<file path="config.mk">
export PLATFORM = sky130hd
export DESIGN_NAME = sdoSerialPort
export DESIGN_NICKNAME = d
export VERILOG_FILES = /design/src/rtl/sdo_port_pkg.sv /design/src/rtl/syncBank.sv /design/src/rtl/sdoPortCtrl.sv /design/src/rtl/shiftPath.sv /design/src/rtl/sdoSerialPort.sv
export SDC_FILE = /design/constraint.sdc
export NUM_CORES = 1
export LEC_CHECK = 0
export CORE_ASPECT_RATIO = 1.5
export CORE_MARGIN = 2
export CORE_UTILIZATION = 30
export CTS_BUF_LIST = sky130_fd_sc_hd__clkbuf_8
export DETAILED_ROUTE_END_ITERATION = 6
export PLACE_DENSITY_LB_ADDON = 0.05
export RECOVER_POWER = 25
export SYNTH_ARGS = -nofsm -noshare
export SYNTH_HDL_FRONTEND = slang
export SYNTH_SLANG_ARGS = --single-unit
</file>
<file path="constraint.sdc">
create_clock -name clk -period 2.4 [get_ports clk]
set_clock_uncertainty 0.05 [all_clocks]
set_input_delay 0.48 -clock clk [delete_from_list [all_inputs] [get_ports clk]]
set_output_delay 0.48 -clock clk [all_outputs]
set_load 0.05 [all_outputs]
</file>
<file path="src/rtl/sdo_port_pkg.sv">
package sdo_port_pkg;

  // Strobes from the control to the shift datapath
  typedef struct packed {
    logic loadWord;   // capture the parallel result
    logic shiftBit;   // advance by one bit toward the MSB
    logic insertBit;  // bit entering at the LSB on a shift
  } dpStrobes_t;

endpackage

</file>
<file path="src/rtl/syncBank.sv">
module syncBank #(
  parameter int WIDTH  = 3,
  parameter int STAGES = 2
) (
  input  logic             clk,
  input  logic             rstN,
  input  logic [WIDTH-1:0] asyncIn,
  output logic [WIDTH-1:0] levelOut
);

  logic [STAGES-1:0][WIDTH-1:0] pipe;

  always_ff @(posedge clk or negedge rstN) begin
    if (!rstN) begin
      pipe <= '0;
    end else begin
      pipe[0] <= asyncIn;
      for (int s = 1; s < STAGES; s++) begin
        pipe[s] <= pipe[s-1];
      end
    end
  end

  assign levelOut = pipe[STAGES-1];

endmodule

</file>
<file path="src/rtl/sdoPortCtrl.sv">
module sdoPortCtrl
  import sdo_port_pkg::*;
#(
  parameter int CONV_CYCLES = 40
) (
  input  logic       clk,
  input  logic       rstN,
  input  logic       cnvLvl,
  input  logic       sclkLvl,
  input  logic       sdiLvl,
  input  logic       wordMsb,
  output dpStrobes_t strobes,
  output logic       sdoOut,
  output logic       sdoOe,
  output logic       converting,
  output logic       chainMode
);

  localparam int CNT_W = $clog2(CONV_CYCLES + 1);
  localparam logic [CNT_W-1:0] LAST_COUNT = CNT_W'(CONV_CYCLES - 1);

  logic             cnvPrev;
  logic             sclkPrev;
  logic             busyMark;
  logic [CNT_W-1:0] convCount;

  logic cnvRise, sclkFall, convEnd, enableLow, edgeUsable, markClear;

  assign cnvRise    = cnvLvl & ~cnvPrev;
  assign sclkFall   = ~sclkLvl & sclkPrev;
  assign convEnd    = converting && (convCount == LAST_COUNT);
  assign enableLow  = ~cnvLvl | ~sdiLvl;
  assign edgeUsable = sclkFall & ~converting & ~cnvRise;
  assign markClear  = edgeUsable & ~chainMode & enableLow & busyMark;

  always_comb begin
    strobes.loadWord  = convEnd & ~cnvRise;
    strobes.shiftBit  = edgeUsable & (chainMode | (enableLow & ~busyMark));
    strobes.insertBit = chainMode & sdiLvl;
  end

  always_ff @(posedge clk or negedge rstN) begin
    if (!rstN) begin
      cnvPrev    <= 1'b0;
      sclkPrev   <= 1'b0;
      converting <= 1'b0;
      chainMode  <= 1'b0;
      busyMark   <= 1'b0;
      convCount  <= '0;
    end else begin
      cnvPrev  <= cnvLvl;
      sclkPrev <= sclkLvl;
      if (cnvRise) begin
        converting <= 1'b1;
        convCount  <= '0;
        chainMode  <= ~sdiLvl;
        busyMark   <= 1'b0;
      end else if (converting) begin
        if (convEnd) begin
          converting <= 1'b0;
          busyMark   <= ~chainMode & enableLow;
        end else begin
          convCount <= convCount + 1'b1;
        end
      end else if (markClear) begin
        busyMark <= 1'b0;
      end
    end
  end

  always_comb begin
    if (chainMode)       sdoOut = wordMsb;
    else if (converting) sdoOut = 1'b1;
    else if (busyMark)   sdoOut = 1'b0;
    else                 sdoOut = wordMsb;
    sdoOe = chainMode | enableLow;
  end

endmodule

</file>
<file path="src/rtl/shiftPath.sv">
module shiftPath
  import sdo_port_pkg::*;
#(
  parameter int WORD_W = 16
) (
  input  logic              clk,
  input  logic              rstN,
  input  dpStrobes_t        strobes,
  input  logic [WORD_W-1:0] sampleIn,
  output logic [WORD_W-1:0] shiftWord,
  output logic              wordMsb
);

  always_ff @(posedge clk or negedge rstN) begin
    if (!rstN) begin
      shiftWord <= '0;
    end else if (strobes.loadWord) begin
      shiftWord <= sampleIn;
    end else if (strobes.shiftBit) begin
      shiftWord <= {shiftWord[WORD_W-2:0], strobes.insertBit};
    end
  end

  assign wordMsb = shiftWord[WORD_W-1];

endmodule

</file>
<file path="src/rtl/sdoSerialPort.sv">
module sdoSerialPort
  import sdo_port_pkg::*;
#(
  parameter int WORD_W      = 16,
  parameter int CONV_CYCLES = 40,
  parameter int SYNC_STAGES = 2
) (
  input  logic              clk,
  input  logic              rstN,
  input  logic              cnvIn,
  input  logic              sclkIn,
  input  logic              sdiIn,
  input  logic [WORD_W-1:0] sampleIn,
  output logic              sdoOut,
  output logic              sdoOe
);

  localparam int N_ASYNC = 3;

  logic [N_ASYNC-1:0] levels;
  logic               cnvLvl, sclkLvl, sdiLvl;
  dpStrobes_t         strobes;
  logic [WORD_W-1:0]  shiftWord;
  logic               wordMsb;
  logic               converting;
  logic               chainMode;

  syncBank #(.WIDTH(N_ASYNC), .STAGES(SYNC_STAGES)) uSync (
    .clk      (clk),
    .rstN     (rstN),
    .asyncIn  ({cnvIn, sclkIn, sdiIn}),
    .levelOut (levels)
  );

  assign {cnvLvl, sclkLvl, sdiLvl} = levels;

  sdoPortCtrl #(.CONV_CYCLES(CONV_CYCLES)) uCtrl (
    .clk        (clk),
    .rstN       (rstN),
    .cnvLvl     (cnvLvl),
    .sclkLvl    (sclkLvl),
    .sdiLvl     (sdiLvl),
    .wordMsb    (wordMsb),
    .strobes    (strobes),
    .sdoOut     (sdoOut),
    .sdoOe      (sdoOe),
    .converting (converting),
    .chainMode  (chainMode)
  );

  shiftPath #(.WORD_W(WORD_W)) uPath (
    .clk       (clk),
    .rstN      (rstN),
    .strobes   (strobes),
    .sampleIn  (sampleIn),
    .shiftWord (shiftWord),
    .wordMsb   (wordMsb)
  );

endmodule

</file>
==> run summary <==
Mapped Cells: 134
Core area: 0.00508 sq mm
FFs w/ async S/R, synth: 100%
Finished Core Util: 37.9%
Post-CTS Hold Buffers: 0
Worst-margin pin slew: 833 ps
Yosys top cell by area: dfrtp_1
Static leakage: 0.000829 uW
Die area: 0.00583 sq mm
# clock sinks: 33
DR vias: 1127
Root Buffer: clkbuf_8
Crit path max fanout: 7
Postcts setup bufs: 0
Maximum root-to-sink buffer count: 2
Netlist area before placement: 0.00157 sq mm
Top cells by area, synth: dfrtp_1 (53%), a221o_1 (9.6%), nor3b_1 (7.2%), nor2b_1 (6.4%), buf_6 (3.6%)
Multi-input logic area: 661 sq um
Via density: 4.94
Mean post-synth cell area: 11.7 sq um
Antenna violations before repair: 0
CTS tree: done
Min Hold Slack: 304 ps
Fin. Hold Viols: 0
Pwr Density: 648 mW/mm^2
1st-pass router iterations: 4
Worst skew pair latency: 280 ps
Peak Freq: 456 MHz
Min-delay worst type: reg -> reg
Max Cap Viol: 0
Die width: 63.0 microns
Critical Path Start Type: register
Inserted Clock Buffers: 5
Post-route ant nets: 0
Post-synth EDFFs: 0
Clock-pin slew on the worst setup and hold paths: 70 ps
Die Height: 92.5 microns
Wire length per cell: 14.6 microns
DRC errors left: 0
Pin count of the biggest net entering global routing: 34
CP Class: reg -> out
H-tree depth: 2
Gr ovfl total: 0
Initial core utilization: 30.8%
GP Congestion: 0.678
Worst Path Required: 1870 ps
Tcrit/Tclk final: 91.3%
Post-CTS sizing: 0
RSZ-0062 raised after global routing: false
Worst Hold Launch: uSync.pipe[1]
First-pass GRT wire length: 5.69 mm
Max IR drop VDD: 224 uV
Io pins: 23
Layout cells sized above 1: 10.6%
Final wirelength: 3.33 mm
Outcome: finished clean
Synth Flop Type: dfrtp_1
RR Startpoint: uCtrl.convCount[3]
Max_slew headroom: 44.5%
Vias in the first global route: 1180
Area growth from synthesis to layout: 23.1%
Synth warn: 0
Synth unique cells: 30
Critical path origin: uCtrl.chainMode
Number of I/O port buffers: 22
Tmin final: 2190 ps
DP Wirelength: 2.20 mm
Iter 0 DRT Violations: 61
Sequential cell area fraction in the yosys report: 52.7%
Synthesized Nets: 156
Row count: 32
Yosys top cell area share: 52.7%
# setup viols final: 0
Total GRT Usage: 12.7%
Worst path arrival time: 1660 ps
Sequential Area: 826 sq um
Fillers: 536
Final #Nets: 181
#FFs+latches synth: 33
Ant diodes: 0
CP Capture Type: output port
Count of pins over their slew limit: 0
Setup tns final: 0 ps
==> flip-flops by register name, indices dropped and copies added (netlist names) <==
name	flops
uCtrl.convCount	6
uCtrl.chainMode	1
uPath.shiftWord	16
uSync.pipe	3
uCtrl.cnvPrev	1
uCtrl.sclkPrev	1
uSync.levelOut	3
uCtrl.converting	1
uCtrl.busyMark	1
==> final timing paths <==
check / to / slack (ps) / cells past startpoint
setup / recovery: sdoOe / 210 / 2
hold reg to reg: uSync.levelOut[1] / 300 / 0
min in group asynchronous: uCtrl.converting / 770 / 2
hold / removal: uSync.levelOut[1] / 300 / 0
max in group asynchronous: uPath.shiftWord[3] / 1000 / 2
setup reg to reg: uPath.shiftWord[7] / 430 / 5
==> per-layer routing <==
| metal | vias up | part of all wire, % | wire, microns | global-route usage, % |
|---|---|---|---|---|
| li1 | 535 | - | - | - |
| met3 | 5 | 4.7 | 157 | 3.52 |
| met5 | - | 0 | 0 | 0 |
| met2 | 28 | 50 | 1660 | 21.8 |
| met4 | 0 | 2.0 | 68 | 5.56 |
| met1 | 559 | 43 | 1440 | 14.7 |
==> critical path, cell delays in order, from the launching register on <==
cell and delay [ps]:
dfrtp_1 440, nand3b_1 140, clkdlybuf4s50_1 800
==> Yosys cell counts, types with 3 or more instances <==
| cell type | number |
|---|---|
| dfrtp_1 | 33 |
| nor2b_1 | 16 |
| a221o_1 | 15 |
| nor3b_1 | 15 |
| nor2_1 | 6 |
| buf_6 | 5 |
| nand2_1 | 5 |
| o21ai_0 | 5 |
| xor2_1 | 4 |
| a21oi_1 | 3 |
| and3_1 | 3 |
| nand2b_1 | 3 |
==> power by group <==
group          internal (uW)  switching [uW]  total, uW
registers                598            37.3        636
clock network            259             204        463
logic                   76.2            75.6        152
==> layout by cell type, fill, tap and decap left out, types with 2 or more instances in the layout <==
master,Yosys,routed
mux2i_1,2,2
dfrtp_1,33,33
o21ai_0,5,5
buf_4,1,5
dlygate4sd3_1,0,4
clkbuf_8,0,7
nor3b_1,15,15
a211oi_1,2,2
nor2_1,6,6
nand2b_1,3,3
xor2_1,4,4
and3_1,3,3
clkdlybuf4s50_1,0,17
nor2b_1,16,16
a21oi_1,3,3
nand2_1,5,5
a221o_1,15,15
==> per-stage QoR <==
| step | instances | power (uW) | worst slack (ps) | area, sq um |
|---|---|---|---|---|
| 2_1_floorplan | 134 | 725 | 267 | 1570 |
| 3_3_place_gp | 220 | 800 | 472 | 1830 |
| 3_5_place_dp | 220 | 803 | 421 | 1830 |
| 4_1_cts | 228 | 1280 | 192 | 1930 |
| 5_1_grt | 228 | 1320 | 156 | 1930 |
| 6_report | 228 | 1250 | 208 | 1930 |
==> area by class of cell <==
cell class / instances / area share [%]
clock buffer: 7 / 4.99
inverter: 1 / 0.195
sequential: 33 / 42.8
tap: 68 / 4.41
clock inverter: 1 / 0.259
timing repair buffer: 27 / 13.1
multi-input combinational: 91 / 34.2
==> kinds of logic after synthesis <==
family | synth area share (%)
compound gates | 14.0
buf+inv | 5.19
flops | 52.7
xor+xnor | 2.23
simple gates | 23.8
fa+ha+maj | 0.798
mux | 1.28
No activity file was read; power rests on OpenSTA's default activity.
